--- src/rtl/rdlt_pkg.sv ---
package rdlt_pkg;
   // result of a configuration write attempt
   typedef enum logic [1:0] {
      CFG_NONE  = 2'd0,
      CFG_TAKE  = 2'd1,
      CFG_BUSY  = 2'd2,
      CFG_BAD   = 2'd3
   } cfg_res_e;

   // clocks of data-valid per READ minus one
   function automatic logic [1:0] half_burst_m1(input logic bl8);
      return bl8 ? 2'd3 : 2'd1;
   endfunction
endpackage

--- src/rtl/rdlt_cfg.sv ---
module rdlt_cfg #(
   parameter int AL_W   = 3,
   parameter int CL_W   = 3,
   parameter int MAX_AL = 4,
   parameter int MIN_CL = 3,
   parameter int MAX_CL = 7
) (
   input  logic            clk,
   input  logic            rst_n,
   input  logic            we,
   input  logic [AL_W-1:0] al_in,
   input  logic [CL_W-1:0] cl_in,
   input  logic            bl8_in,
   input  logic            busy,
   output logic [AL_W-1:0] al_q,
   output logic [CL_W-1:0] cl_q,
   output logic            bl8_q,
   output logic            err_busy,
   output logic            err_illegal
);
   import rdlt_pkg::*;

   localparam logic [AL_W-1:0] AL_HI = AL_W'(MAX_AL);
   localparam logic [CL_W-1:0] CL_LO = CL_W'(MIN_CL);
   localparam logic [CL_W-1:0] CL_HI = CL_W'(MAX_CL);

   cfg_res_e res;

   always_comb begin
      if (!we)                                              res = CFG_NONE;
      else if (busy)                                        res = CFG_BUSY;
      else if (al_in > AL_HI || cl_in < CL_LO || cl_in > CL_HI) res = CFG_BAD;
      else                                                  res = CFG_TAKE;
   end

   always_ff @(posedge clk or negedge rst_n) begin
      if (!rst_n) begin
         al_q        <= '0;
         cl_q        <= CL_LO;
         bl8_q       <= 1'b0;
         err_busy    <= 1'b0;
         err_illegal <= 1'b0;
      end else begin
         err_busy    <= (res == CFG_BUSY);
         err_illegal <= (res == CFG_BAD);
         if (res == CFG_TAKE) begin
            al_q  <= al_in;
            cl_q  <= cl_in;
            bl8_q <= bl8_in;
         end
      end
   end
endmodule

--- src/rtl/rdlt_pipe.sv ---
module rdlt_pipe #(
   parameter int DEPTH = 12,
   parameter int TAG_W = 4,
   parameter int IDX_W = 4
) (
   input  logic             clk,
   input  logic             rst_n,
   input  logic             cmd,
   input  logic [TAG_W-1:0] tag,
   input  logic [IDX_W-1:0] iss_idx,
   input  logic [IDX_W-1:0] dat_idx,
   output logic             iss_vld,
   output logic [TAG_W-1:0] iss_tag,
   output logic             dat_vld,
   output logic [TAG_W-1:0] dat_tag,
   output logic             any_vld
);
   localparam logic [IDX_W-1:0] LAST = IDX_W'(DEPTH-1);

   logic [DEPTH-1:0] vld;
   logic [TAG_W-1:0] tg [DEPTH];

   always_ff @(posedge clk or negedge rst_n) begin
      if (!rst_n) begin
         vld[0] <= 1'b0;
         tg[0]  <= '0;
      end else begin
         vld[0] <= cmd;
         tg[0]  <= tag;
      end
   end

   for (genvar g = 1; g < DEPTH; g++) begin : g_stage
      always_ff @(posedge clk or negedge rst_n) begin
         if (!rst_n) begin
            vld[g] <= 1'b0;
            tg[g]  <= '0;
         end else begin
            vld[g] <= vld[g-1];
            tg[g]  <= tg[g-1];
         end
      end
   end

   assign iss_vld = (iss_idx <= LAST) ? vld[iss_idx] : 1'b0;
   assign iss_tag = (iss_idx <= LAST) ? tg[iss_idx]  : '0;
   assign dat_vld = (dat_idx <= LAST) ? vld[dat_idx] : 1'b0;
   assign dat_tag = (dat_idx <= LAST) ? tg[dat_idx]  : '0;
   assign any_vld = |vld;
endmodule

--- src/rtl/rdlt_burst.sv ---
module rdlt_burst #(
   parameter int TAG_W = 4
) (
   input  logic             clk,
   input  logic             rst_n,
   input  logic             start,
   input  logic [TAG_W-1:0] start_tag,
   input  logic             bl8,
   output logic             dv,
   output logic [TAG_W-1:0] dv_tag,
   output logic             active
);
   import rdlt_pkg::*;

   logic [1:0]       left;
   logic [TAG_W-1:0] tag_q;

   always_ff @(posedge clk or negedge rst_n) begin
      if (!rst_n) begin
         left  <= '0;
         tag_q <= '0;
      end else if (start) begin
         left  <= half_burst_m1(bl8);
         tag_q <= start_tag;
      end else if (left != 2'd0) begin
         left  <= left - 2'd1;
      end
   end

   assign active = (left != 2'd0);
   assign dv     = start | active;
   assign dv_tag = start ? start_tag : tag_q;
endmodule

--- src/rtl/rdlt_tracker.sv ---
module rdlt_tracker #(
   parameter int TAG_W  = 4,
   parameter int AL_W   = 3,
   parameter int CL_W   = 3,
   parameter int MAX_AL = 4,
   parameter int MIN_CL = 3,
   parameter int MAX_CL = 7
) (
   input  logic             clk,
   input  logic             rst_n,
   input  logic             cfg_we,
   input  logic [AL_W-1:0]  cfg_al,
   input  logic [CL_W-1:0]  cfg_cl,
   input  logic             cfg_bl8,
   input  logic             rd_cmd,
   input  logic [TAG_W-1:0] rd_tag,
   output logic             issue,
   output logic [TAG_W-1:0] issue_tag,
   output logic             dv,
   output logic [TAG_W-1:0] dv_tag,
   output logic             err_busy,
   output logic             err_illegal
);
   localparam int DEPTH = MAX_AL + MAX_CL + 1;
   localparam int IDX_W = $clog2(DEPTH);

   if (MAX_AL < 4)                          begin : g_bad_al $error("MAX_AL below 4"); end
   if (MIN_CL < 1 || MAX_CL < MIN_CL)       begin : g_bad_cl $error("CL range empty"); end
   if (MAX_CL < 4)                          begin : g_low_cl $error("MAX_CL below 4"); end
   if ((1 << AL_W) <= MAX_AL)               begin : g_al_w   $error("AL_W too narrow"); end
   if ((1 << CL_W) <= MAX_CL)               begin : g_cl_w   $error("CL_W too narrow"); end
   if (IDX_W < AL_W || IDX_W < CL_W)        begin : g_idx_w  $error("index too narrow"); end

   logic [AL_W-1:0]  al_q;
   logic [CL_W-1:0]  cl_q;
   logic             bl8_q;
   logic             busy;
   logic             pipe_any;
   logic             burst_act;
   logic             start;
   logic [TAG_W-1:0] start_tag;
   logic [IDX_W-1:0] iss_idx;
   logic [IDX_W-1:0] dat_idx;

   assign iss_idx = IDX_W'(al_q);
   assign dat_idx = IDX_W'(al_q) + IDX_W'(cl_q);
   assign busy    = rd_cmd | pipe_any | burst_act;

   rdlt_cfg #(
      .AL_W(AL_W), .CL_W(CL_W), .MAX_AL(MAX_AL), .MIN_CL(MIN_CL), .MAX_CL(MAX_CL)
   ) u_cfg (
      .clk(clk), .rst_n(rst_n), .we(cfg_we), .al_in(cfg_al), .cl_in(cfg_cl),
      .bl8_in(cfg_bl8), .busy(busy), .al_q(al_q), .cl_q(cl_q), .bl8_q(bl8_q),
      .err_busy(err_busy), .err_illegal(err_illegal)
   );

   rdlt_pipe #(
      .DEPTH(DEPTH), .TAG_W(TAG_W), .IDX_W(IDX_W)
   ) u_pipe (
      .clk(clk), .rst_n(rst_n), .cmd(rd_cmd), .tag(rd_tag),
      .iss_idx(iss_idx), .dat_idx(dat_idx),
      .iss_vld(issue), .iss_tag(issue_tag),
      .dat_vld(start), .dat_tag(start_tag), .any_vld(pipe_any)
   );

   rdlt_burst #(
      .TAG_W(TAG_W)
   ) u_burst (
      .clk(clk), .rst_n(rst_n), .start(start), .start_tag(start_tag),
      .bl8(bl8_q), .dv(dv), .dv_tag(dv_tag), .active(burst_act)
   );
endmodule

--- config.mk ---
export PLATFORM = sky130hd
export DESIGN_NAME = rdlt_tracker
export DESIGN_NICKNAME = d
export VERILOG_FILES = /design/src/rtl/rdlt_pkg.sv /design/src/rtl/rdlt_cfg.sv /design/src/rtl/rdlt_pipe.sv /design/src/rtl/rdlt_burst.sv /design/src/rtl/rdlt_tracker.sv
export SDC_FILE = /design/constraint.sdc
export NUM_CORES = 1
export LEC_CHECK = 0
export BUFFER_PORTS_ARGS = -buffer_cell sky130_fd_sc_hd__clkbuf_2
export CAP_MARGIN = 20
export CORE_ASPECT_RATIO = 2
export CORE_MARGIN = 3
export CORE_UTILIZATION = 45
export CTS_CLUSTER_SIZE = 14
export DETAILED_ROUTE_END_ITERATION = 16
export GPL_TIMING_DRIVEN = 1
export SETUP_SLACK_MARGIN = 0.15
export SLEW_MARGIN = 10
export SYNTH_ARGS = -nofsm -noshare
export SYNTH_HDL_FRONTEND = slang
export SYNTH_SLANG_ARGS = --single-unit
--- constraint.sdc ---
create_clock -name clk -period 3.1 [get_ports clk]
set_clock_uncertainty 0.2 [all_clocks]
set_input_delay 0 -clock clk [delete_from_list [all_inputs] [get_ports clk]]
set_output_delay 0 -clock clk [all_outputs]
set_load 0.01 [all_outputs]
==> metrics.yaml, run 1 <==
synthDistinctLibCells: 36
grt_setup_unrepaired: "yes"
netlist_area_sq_um: 3110
clk_pin_slew_worst_paths_ns: 0.05
rr_startpoint: "u_cfg.al_q[0]$_DFFE_PN0N_"
status: "complete, no violations"
gp_routability_congestion: 0.801
slew_violations: 0
arrival_ns: 2.83
fin_tns_setup_ns: 0
antenna-diode-count: 0
fraction_of_layout_instances_using_a_drive_strength_above_1: 0.426
initial_utilization: 0.466
cts_max_path_buffers: 2
hp-start: "rd_tag[1]"
routed_wl_mm: 6.03
critical-path-max-stage-delay_ns: 0.57
fin_worst_hold_slack_ns: 0.115
worst_hold_path_type: "input pin to flip-flop"
standard_cell_row_count: 42
drt_first_iter_violations: 63
tritoncts.num_buffers: 9
worst_skew_pair.late_latency_ns: 0.33
rr_endpoint: "u_burst.left[1]$_DFFE_PN0P_"
maxSlewHeadroom: 0.384
hold-path-endpoint: "u_pipe.tg[45]$_DFF_PN0_"
die_area_sq_um: 8000
synth-warning-count: 0
die_h_um: 124
crit_slowest_cell: "sky130_fd_sc_hd__fa_2"
total_power_consumption_of_the_routed_design_mw: 2.35
ir_drop_mv: 0.461
netlist_top_cells_area: "sky130_fd_sc_hd__dfrtp_1 59%, sky130_fd_sc_hd__mux4_1 10%, sky130_fd_sc_hd__mux4_2 9.4%"
worst_setup_path_start_kind: "flip-flop"
clock_power_share: 0.409
io_pins: 27
seqPwrFrac: 0.463
power.switching_fraction: 0.224
maximum_number_of_pins_on_one_net_before_global_route_repair: 76
numClockSinks: 75
detailed_routing_iteration_count_for_the_pre_antenna_repair_pass: 4
route.detailed.wl_per_inst_um: 19.0
layout_worst_path_cycle_share: 0.977
drt.antenna.violating_nets: 0
postSynthNetCount: 188
postSynthRegisterBits: 75
max_clock_freq_mhz: 330
main_combinational_cell_family_by_area_after_synthesis: "multiplexers"
post_synth_fa_ha_maj_area_fraction: 0.0225
tritoncts: "done"
power.share.combinational: 0.128
r2r.worst_path.cells: 7
die-width_um: 64.8
power.switching_mw: 0.527
synthMostInstantiatedCell: "sky130_fd_sc_hd__dfrtp_1"
finalCriticalPeriod_ns: 3.03
antenna_found_initial: 0
synth_top_area_frac: 0.588
synth_to_final_area_change_pct: 25.0
hpwl_mm: 4.11
setup_viol: 0
core_area_sq_um: 6670
grtUsageTotal: 0.170
leakage_nw: 1.69
synth_cells: 168
critical_path.cell_chain: "ha_4 > fa_2 > mux4_2 > and4_4 > a221o_4 > mux2_4 > buf_6"
reg_to_reg_slack_setup_ns: 0.30
synth_compound_gate_area_share: 0.0366
grt_pass1_vias: 1931
layout.filler_cells: 543
muxShareOfSynthArea: 0.263
vias_per_cell: 5.57
synth.yosys.seq_area_share: 0.604
library_cell_with_the_largest_summed_area_after_synthesis: "sky130_fd_sc_hd__dfrtp_1"
drv_cap: 0
critPathKind: "flip-flop to output pin"
dr_total_vias: 1771
worst_slew_pin_slew_ns: 0.924
synth_simple_gate_area_share: 0.0447
grt_first_pass_wirelength_mm: 9.81
post_synth_edffs: 0
drcViolationCount: 0
clock_tree.root_cell: "sky130_fd_sc_hd__clkbuf_16"
synth_xor_area_frac: 0.00845
worstPathMaxFanout: 6
synth-main-ff-cell: "sky130_fd_sc_hd__dfrtp_1"
fin_nets: 246
internal-power_mw: 1.83
clock_tree.htree_level_count: 3
port_buffers: 26
yosys-top-cells-count: "73 x sky130_fd_sc_hd__dfrtp_1, 13 x sky130_fd_sc_hd__mux4_2, 12 x sky130_fd_sc_hd__mux2_2, 12 x sky130_fd_sc_hd__mux4_1, 6 x sky130_fd_sc_hd__inv_1"
async_flop_share: 1.00
power_density_nw_per_um2: 605
worstPathRequired_ns: 2.90
final_hold_viols: 0
worstSetupEndpointType: "output pin"
gr-total-overflow: 0
synth.avg_cell_area_sq_um: 18.5
worst_hold_stages: 2
==> registers in the layout (all words and copies together) (netlist names) <==
register and flops:
u_cfg.al_q 3, u_cfg.err_illegal 1, u_cfg.err_busy 1, u_burst.tag_q 4, u_pipe.tg 48, u_cfg.cl_q 3
u_pipe.vld 12, u_burst.left 2, u_cfg.bl8_q 1
==> area by class of cell <==
class / count / area (sq um) / share of cell area
sequential: 75 / 1880 / 0.484
multi-input combinational: 81 / 1190 / 0.306
timing repair buffer: 53 / 405 / 0.104
clock buffer: 13 / 270 / 0.0695
tap: 88 / 110 / 0.0283
inverter: 6 / 22.5 / 0.00580
clock inverter: 2 / 10.0 / 0.00258
==> worst max-delay path, delay by kind of cell (launching register included) <==
kind,cells,cell delay [ns]
adders and majority gates,2,0.74
and+or+nand+nor,1,0.21
buffers and inverters,1,0.12
DFF,1,0.40
AOI/OAI and AO/OA,1,0.39
muxes,2,0.64
==> power by group through the flow <==
stage / clock [mW] / combinational, mW / sequential, mW
3_5_place_dp: 0 / 0.263 / 1.10
5_1_grt: 1.03 / 0.333 / 1.10
3_3_place_gp: 0 / 0.255 / 1.10
4_1_cts: 0.989 / 0.289 / 1.09
6_report: 0.962 / 0.302 / 1.09
2_1_floorplan: 0 / 0.182 / 1.09
==> worst max path at each step <==
stage,startpoint,to
after floorplan,u_cfg.al_q[0]$_DFFE_PN0N_,u_burst.tag_q[0]$_DFF_PN0_
after global placement,u_cfg.cl_q[0]$_DFFE_PN1N_,dv_tag[0]
after detailed placement,u_cfg.al_q[0]$_DFFE_PN0N_,dv_tag[3]
after CTS,u_cfg.cl_q[0]$_DFFE_PN1N_,dv_tag[1]
after global routing,u_cfg.al_q[0]$_DFFE_PN0N_,dv_tag[3]
final,u_cfg.al_q[0]$_DFFE_PN0N_,dv_tag[2]
==> placed cells by master (no fill, tap or decap), types with 2 or more instances in the layout <==
cell | synthesis | routed
sky130_fd_sc_hd__dfrtp_1 | 73 | 73
sky130_fd_sc_hd__clkbuf_2 | 0 | 21
sky130_fd_sc_hd__dlygate4sd3_1 | 0 | 15
sky130_fd_sc_hd__mux4_2 | 13 | 13
sky130_fd_sc_hd__mux4_1 | 12 | 12
sky130_fd_sc_hd__mux2_2 | 12 | 12
sky130_fd_sc_hd__buf_4 | 0 | 12
sky130_fd_sc_hd__clkbuf_16 | 0 | 9
sky130_fd_sc_hd__inv_1 | 6 | 6
sky130_fd_sc_hd__mux2_4 | 5 | 5
sky130_fd_sc_hd__buf_6 | 2 | 4
sky130_fd_sc_hd__a21oi_1 | 4 | 3
sky130_fd_sc_hd__a221o_2 | 3 | 3
sky130_fd_sc_hd__ha_1 | 4 | 3
sky130_fd_sc_hd__clkbuf_8 | 0 | 3
sky130_fd_sc_hd__and3_2 | 2 | 2
sky130_fd_sc_hd__xor2_1 | 2 | 2
sky130_fd_sc_hd__and4_2 | 2 | 2
sky130_fd_sc_hd__nor2_1 | 2 | 2
sky130_fd_sc_hd__nor4_1 | 2 | 2
sky130_fd_sc_hd__o21ai_0 | 2 | 2
sky130_fd_sc_hd__clkinv_2 | 0 | 2
sky130_fd_sc_hd__dfstp_2 | 2 | 2
==> per-layer routing <==
metal / up-vias / track usage / routed length [um] / part of all wire
met2: 37 / 0.289 / 3320 / 0.55
li1: 769 / - / - / -
met1: 954 / 0.195 / 2340 / 0.39
met4: 0 / 0.0848 / 153 / 0.025
met5: - / 0 / 0 / 0
met3: 11 / 0.0455 / 214 / 0.035
==> per-stage QoR <==
| step | area (sq um) | setup slack [ns] | utilization | std cells |
|---|---|---|---|---|
| after floorplan | 3110 | 0.297 | - | 168 |
| after global placement | 3360 | 0.262 | 0.503 | 282 |
| after detailed placement | 3360 | 0.233 | 0.503 | 282 |
| after CTS | 3850 | 0.0178 | 0.577 | 317 |
| after global routing | 3890 | -0.0290 | 0.582 | 318 |
| final | 3890 | 0.0714 | 0.582 | 318 |
==> repair_timing <==
item | 4_1_cts | 5_1_grt
setup endpoints to repair | 5 | 5
hold buffers | 15 | 0
pin swaps | 3 | 3
setup buffers | 5 | 1
hold endpoints to repair | 87 | 0
resized for setup | 6 | 9
==> logic make-up after synthesis <==
family | count (synthesis)
mux | 42
buf+inv | 12
compound gates | 13
flops | 75
xor+xnor | 3
simple gates | 18
fa+ha+maj | 5
(Power assumes the default switching activity.)
==> inputs of run 2 (changes only) <==
--- a/config.mk
+++ b/config.mk
@@ -10,6 +10,7 @@
 export CORE_ASPECT_RATIO = 2
 export CORE_MARGIN = 3
 export CORE_UTILIZATION = 45
+export CTS_BUF_LIST = sky130_fd_sc_hd__clkbuf_4
 export CTS_CLUSTER_SIZE = 14
 export DETAILED_ROUTE_END_ITERATION = 16
 export GPL_TIMING_DRIVEN = 1
@@ -17,4 +18,5 @@
 export SLEW_MARGIN = 10
 export SYNTH_ARGS = -nofsm -noshare
 export SYNTH_HDL_FRONTEND = slang
+export SYNTH_HIERARCHICAL = 1
 export SYNTH_SLANG_ARGS = --single-unit
==> metrics.yaml, run 2 <==
layout_worst_path_cycle_share: 1.06  # +0.0840
synth-main-ff-cell: "sky130_fd_sc_hd__dfrtp_1"
rr_endpoint: "u_burst/tag_q[3]$_DFF_PN0_"
port_buffers: 26  # unchanged
fraction_of_layout_instances_using_a_drive_strength_above_1: 0.358  # -0.0677
antenna_found_initial: 0  # unchanged
io_pins: 27  # unchanged
fin_nets: 294  # +20%
synthMostInstantiatedCell: "sky130_fd_sc_hd__dfrtp_1"
failed_checks: "setup timing"
hpwl_mm: 4.57  # +11%
finish.utilization: 0.563  # -0.0193
synthDistinctLibCells: 35  # -2.8%
clock_tree.root_cell: "sky130_fd_sc_hd__clkbuf_4"
setup_viol: 5  # +5
clock_tree.htree_level_count: 3  # unchanged
worstPathMaxFanout: 5  # -1
netlist_top_cells_area: "sky130_fd_sc_hd__dfrtp_1 54%, sky130_fd_sc_hd__mux4_1 16%, sky130_fd_sc_hd__mux4_2 6.7%"
final_cells: 371  # +17%
arrival_ns: 3.09  # +0.26 ns
initial_utilization: 0.463  # -0.00238
synth_top_area_frac: 0.542  # -0.0452
final-seq-area_sq_um: 1880  # unchanged
grtUsageTotal: 0.184  # +0.0141
multiInputGateArea_sq_um: 1360  # +14%
die_h_um: 128  # +3.9%
critPathKind: "flip-flop to output pin"
vias_per_cell: 5.46  # -2.0%
synth.yosys.seq_area_share: 0.558  # -0.0465
tritoncts: "done"
dpl_cell_area_sq_um: 3590  # +6.9%
grt_pass1_vias: 2155  # +12%
route.detailed.wl_per_inst_um: 18.2  # -3.9%
critical_path.cell_chain: "ha_4 > inv_2 > fa_1 > inv_2 > mux4_2 > a22oi_2 > o21ai_2 > buf_6 > mux2_4 > clkbuf_2"
largest-register: "u_pipe/tg"
max_clock_freq_mhz: 304  # -7.9%
slew_violations: 0  # unchanged
cts_max_path_buffers: 2  # unchanged
critical-path-max-stage-delay_ns: 0.57  # about the same
numClockSinks: 75  # unchanged
synth_to_final_area_change_pct: 21.5
drv_cap: 0  # unchanged
worst_skew_pair.late_latency_ns: 0.42  # +0.09 ns
ir_drop_mv: 0.257  # -44%
gr-total-overflow: 0  # unchanged
core_area_sq_um: 7270  # +8.9%
post_synth_edffs: 0  # unchanged
netlist_area_sq_um: 3370  # +8.3%
status: "finished, violations left"
dr_total_vias: 2025  # +14%
power_density_nw_per_um2: 545  # -10%
largest_registers: "u_pipe/tg (48), u_pipe/vld (12), u_burst/tag_q (4)"
yosys-top-cells-count: "73 x sky130_fd_sc_hd__dfrtp_1, 20 x sky130_fd_sc_hd__mux4_1, 17 x sky130_fd_sc_hd__inv_1"
routed_wl_mm: 6.76  # +12%
maximum_number_of_pins_on_one_net_before_global_route_repair: 76  # unchanged
grt_setup_unrepaired: "yes"
dp_worst_setup_slack_ns: 0.0499  # -0.183 ns
die_area_sq_um: 8620  # +7.7%
synth-warning-count: 6  # +6
rr_startpoint: "u_cfg/cl_q[0]$_DFFE_PN1N_"
detailed_routing_iteration_count_for_the_pre_antenna_repair_pass: 4  # unchanged
die-width_um: 67.2  # +3.7%
largest_register_ff_count: 48  # unchanged
leakage_nw: 1.82  # +8.1%
finalCriticalPeriod_ns: 3.29  # +0.260 ns
maxSlewHeadroom: 0.391  # +0.00762
layout.filler_cells: 617  # +14%
gp_routability_congestion: 0.783  # -2.3%
crit_slowest_cell: "sky130_fd_sc_hd__dfstp_2"
path_common_cell: "sky130_fd_sc_hd__inv_2"
mostFrequentLayoutCells: "73 x sky130_fd_sc_hd__dfrtp_1, 25 x sky130_fd_sc_hd__dlygate4sd3_1, 22 x sky130_fd_sc_hd__clkbuf_2, 16 x sky130_fd_sc_hd__mux4_2"
dp_cells: 322  # +14%
fin_tns_setup_ns: -0.861  # -0.861 ns
synth.avg_cell_area_sq_um: 16.5  # -11%
worst_slew_pin_slew_ns: 0.913  # -0.0114 ns
synth_cells: 204  # +21%
grt_first_pass_wirelength_mm: 11.3  # +15%
postSynthRegisterBits: 75  # unchanged
finalInstanceArea_sq_um: 4090  # +5.3%
standard_cell_row_count: 44  # +4.8%
library_cell_with_the_largest_summed_area_after_synthesis: "sky130_fd_sc_hd__dfrtp_1"
layout.cells.most_common: "sky130_fd_sc_hd__dfrtp_1"
worstSetupEndpointType: "output pin"
worst_hold_path_type: "input pin to asynchronous set/reset pin"
drt.antenna.violating_nets: 0  # unchanged
r2r.worst_path.cells: 10  # +3
tritoncts.num_buffers: 9  # unchanged
antenna-diode-count: 0  # unchanged
reg_to_reg_slack_setup_ns: 0.13  # -0.17 ns
post-route-worst-setup-slack_ns: -0.189  # -0.260 ns
drcViolationCount: 0  # unchanged
worst_setup_path_start_kind: "flip-flop"
worstPathRequired_ns: 2.90  # about the same
drt_first_iter_violations: 107  # +70%
final_hold_viols: 0  # unchanged
async_flop_share: 1.00  # unchanged
clk_pin_slew_worst_paths_ns: 0.12  # +0.07 ns
run 2: cell count changes after synthesis, moves of 3 or more:
cell	previous run	this run
sky130_fd_sc_hd__a221o_2	3	0
sky130_fd_sc_hd__a22oi_1	0	10
sky130_fd_sc_hd__and2b_2	0	3
sky130_fd_sc_hd__inv_1	6	17
sky130_fd_sc_hd__mux2_2	12	0
sky130_fd_sc_hd__mux4_1	12	20
sky130_fd_sc_hd__mux4_2	13	10
sky130_fd_sc_hd__nand2b_1	1	5
sky130_fd_sc_hd__nor2_1	2	6
sky130_fd_sc_hd__o21ai_1	0	10
run 2: report_power, final:
group	internal [mW]	total, mW	switching (mW)
Sequential	1.06	1.12	0.0535
Clock	0.249	0.566	0.317
Combinational	0.308	0.546	0.237
run 2: final cells by class:
cell class | count | area share
inverter | 17 | 0.0156
clock buffer | 10 | 0.0183
sequential | 75 | 0.459
multi-input combinational | 104 | 0.332
timing repair buffer | 67 | 0.133
tap | 92 | 0.0281
clock inverter | 6 | 0.0138
run 2: what timing repair did:
| item | 4_1_cts | 5_1_grt |
|---|---|---|
| gates resized for setup | 14 | 16 |
| hold endpoints to repair | 89 | 0 |
| pin swaps | 3 | 2 |
| buffers inserted | 6 | 2 |
| hold buffers | 25 | 0 |
| endpoints found under the setup margin | 10 | 11 |
run 2: logic make-up (layout without fill, tap and decap cells):
kind of cell	count (synthesis)	in the layout	synth area share
flops	75	75	0.558
other cells	1	2	0.00111
mux	37	37	0.254
simple gates	26	26	0.0498
buf+inv	26	100	0.0461
xor+xnor	2	2	0.00520
fa+ha+maj	5	5	0.0208
compound gates	32	32	0.0650
run 2: worst max-delay path by stage:
| stage | startpoint | endpoint | slack [ns] |
|---|---|---|---|
| floorplan | u_cfg/cl_q[0]$_DFFE_PN1N_ | u_burst/tag_q[0]$_DFF_PN0_ | 0.18 |
| global placement | u_cfg/cl_q[0]$_DFFE_PN1N_ | dv_tag[1] | 0.12 |
| detailed placement | u_cfg/cl_q[0]$_DFFE_PN1N_ | dv_tag[0] | 0.05 |
| CTS | u_cfg/cl_q[0]$_DFFE_PN1N_ | dv_tag[0] | -0.29 |
| global route | u_cfg/cl_q[0]$_DFFE_PN1N_ | dv_tag[2] | -0.37 |
| finish | u_cfg/cl_q[0]$_DFFE_PN1N_ | dv_tag[0] | -0.19 |
run 2: worst max-delay path: cells and delay by family (launching register included):
kind,cells,cell delay (ns)
AO/OA/AOI/OAI,2,0.27
adder cells (fa/ha/maj),2,0.57
buffers and inverters,4,0.44
flip-flops,1,0.57
multiplexers,2,0.82
run 2: through the flow:
stage	total power, mW	hold slack, ns
floorplan	1.43	-0.496
global placement	1.57	-0.0919
detailed placement	1.58	-0.0900
CTS	2.21	0.0378
global route	2.37	0.0945
finish	2.23	0.0350
run 2: layer usage:
metal / GRT usage / part of all wire / routed length (um)
met5: 0 / 0 / 0
met3: 0.0524 / 0.036 / 241
met1: 0.220 / 0.40 / 2680
met2: 0.306 / 0.56 / 3760
met4: 0.0778 / 0.012 / 84
==> inputs of run 3 (changes only) <==
--- a/config.mk
+++ b/config.mk
@@ -18,5 +18,4 @@
 export SLEW_MARGIN = 10
 export SYNTH_ARGS = -nofsm -noshare
 export SYNTH_HDL_FRONTEND = slang
-export SYNTH_HIERARCHICAL = 1
 export SYNTH_SLANG_ARGS = --single-unit
==> metrics.yaml, run 3 (synthesis results as in run 1) <==
synth_to_final_area_change_pct: 20.2
final_hold_viols: 0  # unchanged
standard_cell_row_count: 42  # -4.5%
tritoncts: "done"
die-width_um: 64.8  # -3.6%
route.detailed.wl_per_inst_um: 18.6  # +2.3%
failed_checks: "setup timing"
maximum_number_of_pins_on_one_net_before_global_route_repair: 76  # unchanged
fin_worst_hold_slack_ns: 0.0380  # +0.00295 ns
clock_tree.htree_level_count: 3  # unchanged
clock_tree.root_cell: "sky130_fd_sc_hd__clkbuf_4"
worst_hold_path_type: "input pin to asynchronous set/reset pin"
worst_skew_pair.late_latency_ns: 0.42  # about the same
worstSetupEndpointType: "output pin"
power.share.combinational: 0.163  # -0.082
grt_setup_unrepaired: "yes"
fin_tns_setup_ns: -0.137  # +0.723 ns
dp_worst_setup_slack_ns: 0.233  # +0.183 ns
seqPwrFrac: 0.584  # +0.083
final_cells: 322  # -13%
critical_path_depth: 7  # -3
antenna-diode-count: 0  # unchanged
grt_pass1_vias: 1934  # -10%
power.switching_mw: 0.476  # -22%
fin_nets: 250  # -15%
detailed_routing_iteration_count_for_the_pre_antenna_repair_pass: 4  # unchanged
vias_per_cell: 5.60  # +2.5%
layout.cells.most_common: "sky130_fd_sc_hd__dfrtp_1"
worstPathRequired_ns: 2.90  # about the same
drt_first_iter_violations: 75  # -30%
mostFrequentLayoutCells: "73 x sky130_fd_sc_hd__dfrtp_1, 22 x sky130_fd_sc_hd__clkbuf_2, 19 x sky130_fd_sc_hd__dlygate4sd3_1, 13 x sky130_fd_sc_hd__mux4_2"
antenna_found_initial: 0  # unchanged
routed_wl_mm: 6.00  # -11%
clk_pin_slew_worst_paths_ns: 0.11  # about the same
cts_max_path_buffers: 2  # unchanged
drt.antenna.violating_nets: 0  # unchanged
io_pins: 27  # unchanged
dp_cells: 282  # -12%
ir_drop_mv: 0.358  # +39%
largest_registers: "u_pipe.tg (48), u_pipe.vld (12), u_burst.tag_q (4)"
drcViolationCount: 0  # unchanged
gp_routability_congestion: 0.801  # +2.4%
core_area_sq_um: 6670  # -8.2%
crit_slowest_cell: "sky130_fd_sc_hd__dfstp_2"
critPathTopFamily: "multiplexers"
die_area_sq_um: 8000  # -7.2%
grt_util_met1: 0.191  # -0.0289
dr_total_vias: 1802  # -11%
slew_violations: 0  # unchanged
globalRoute.busiestLayer: "met2"
critPathKind: "flip-flop to output pin"
arrival_ns: 2.94  # -0.15 ns
power.switching_fraction: 0.256  # -0.0168
status: "finished, violations left"
initial_utilization: 0.466  # +0.00238
maxSlewHeadroom: 0.380  # -0.0114
largest-register: "u_pipe.tg"
dpl_cell_area_sq_um: 3360  # -6.5%
grt_first_pass_wirelength_mm: 9.77  # -14%
tritoncts.num_buffers: 9  # unchanged
finalInstanceArea_sq_um: 3740  # -8.7%
internal-power_mw: 1.38  # -15%
gr_layer_usage_met2: 0.291  # -0.0145
drv_cap: 0  # unchanged
worst_slew_pin_slew_ns: 0.930  # +0.0172 ns
critical-path-max-stage-delay_ns: 0.57  # about the same
numClockSinks: 75  # unchanged
worstPathBufferInverterCount: 1  # -3
worst_setup_path_start_kind: "flip-flop"
worstPathMaxFanout: 6  # +1
critical_path.cell_chain: "ha_4 > fa_2 > mux4_2 > and4_4 > a221o_4 > mux2_4 > buf_6"
die_h_um: 124  # -3.7%
fraction_of_layout_instances_using_a_drive_strength_above_1: 0.410  # +0.0518
layout_worst_path_cycle_share: 1.01  # -0.0493
r2r.worst_path.cells: 7  # -3
power_density_nw_per_um2: 497  # -8.7%
gr-total-overflow: 0  # unchanged
clock_power_share: 0.253  # about the same
max_clock_freq_mhz: 319  # +4.9%
finalCriticalPeriod_ns: 3.14  # -0.153 ns
post-route-worst-setup-slack_ns: -0.0364  # +0.153 ns
grt.met3_usage: 0.0518  # -0.000584
port_buffers: 26  # unchanged
setup_viol: 4  # -1
grtUsageTotal: 0.170  # -0.0142
largest_register_ff_count: 48  # unchanged
leakage_nw: 1.62  # -11%
hpwl_mm: 4.11  # -10%
## run 3: changes by cell type in the layout (fill, tap and decap cells not counted), moves of 3 or more
cell and delta:
sky130_fd_sc_hd__nand2b_1 -4, sky130_fd_sc_hd__inv_1 -8, sky130_fd_sc_hd__buf_6 -6, sky130_fd_sc_hd__mux2_2 +12, sky130_fd_sc_hd__and2b_2 -3, sky130_fd_sc_hd__nor2_1 -4
sky130_fd_sc_hd__a22oi_2 -4, sky130_fd_sc_hd__a221o_2 +3, sky130_fd_sc_hd__o21ai_1 -8, sky130_fd_sc_hd__mux4_2 -3, sky130_fd_sc_hd__dlygate4sd3_1 -6, sky130_fd_sc_hd__a22oi_1 -6
sky130_fd_sc_hd__inv_2 -3
## run 3: cell type report
class                      count  area [sq um]
clock buffer                  10          75.1
clock inverter                 5          21.3
fill                         571          2940
inverter                       6          22.5
multi-input combinational     81          1190
sequential                    75          1880
tap                           88           110
timing repair buffer          57           439
## run 3: final timing paths
check,start,endpoint,slack [ns]
max,u_cfg.cl_q[0]$_DFFE_PN1N_,dv_tag[2],-0.04
min,rst_n,u_pipe.tg[0]$_DFF_PN0_,0.04
max reg2reg,u_cfg.cl_q[0]$_DFFE_PN1N_,u_burst.left[1]$_DFFE_PN0P_,0.30
min reg2reg,u_pipe.tg[9]$_DFF_PN0_,u_pipe.tg[5]$_DFF_PN0_,0.19
max in group asynchronous,rst_n,u_pipe.tg[31]$_DFF_PN0_,2.04
min in group clk,rd_cmd,u_pipe.vld[0]$_DFF_PN0_,0.04
## run 3: through the flow
step | power, mW | util
after CTS | 1.87 | 0.555
final | 1.86 | 0.560
after global placement | 1.35 | 0.503
after global routing | 1.96 | 0.560
after detailed placement | 1.37 | 0.503
after floorplan | 1.27 | -
## run 3: metal layers
metal,wire length (um),part of all wire
met1,2310,0.39
met2,3380,0.56
met3,177,0.029
met4,127,0.021
met5,0,0
## run 3: what timing repair did
item	CTS	global route
gates resized for setup	6	7
hold buffers	19	0
pin swaps	3	2
endpoints found under the setup margin	5	5
hold endpoints to repair	89	0
buffers inserted	5	1
## run 3: power by group through the flow
stage	clock, mW	combinational [mW]	sequential (mW)
2_1_floorplan	0	0.182	1.09
3_3_place_gp	0	0.255	1.10
3_5_place_dp	0	0.263	1.10
4_1_cts	0.491	0.293	1.09
5_1_grt	0.532	0.332	1.09
6_report	0.470	0.302	1.09
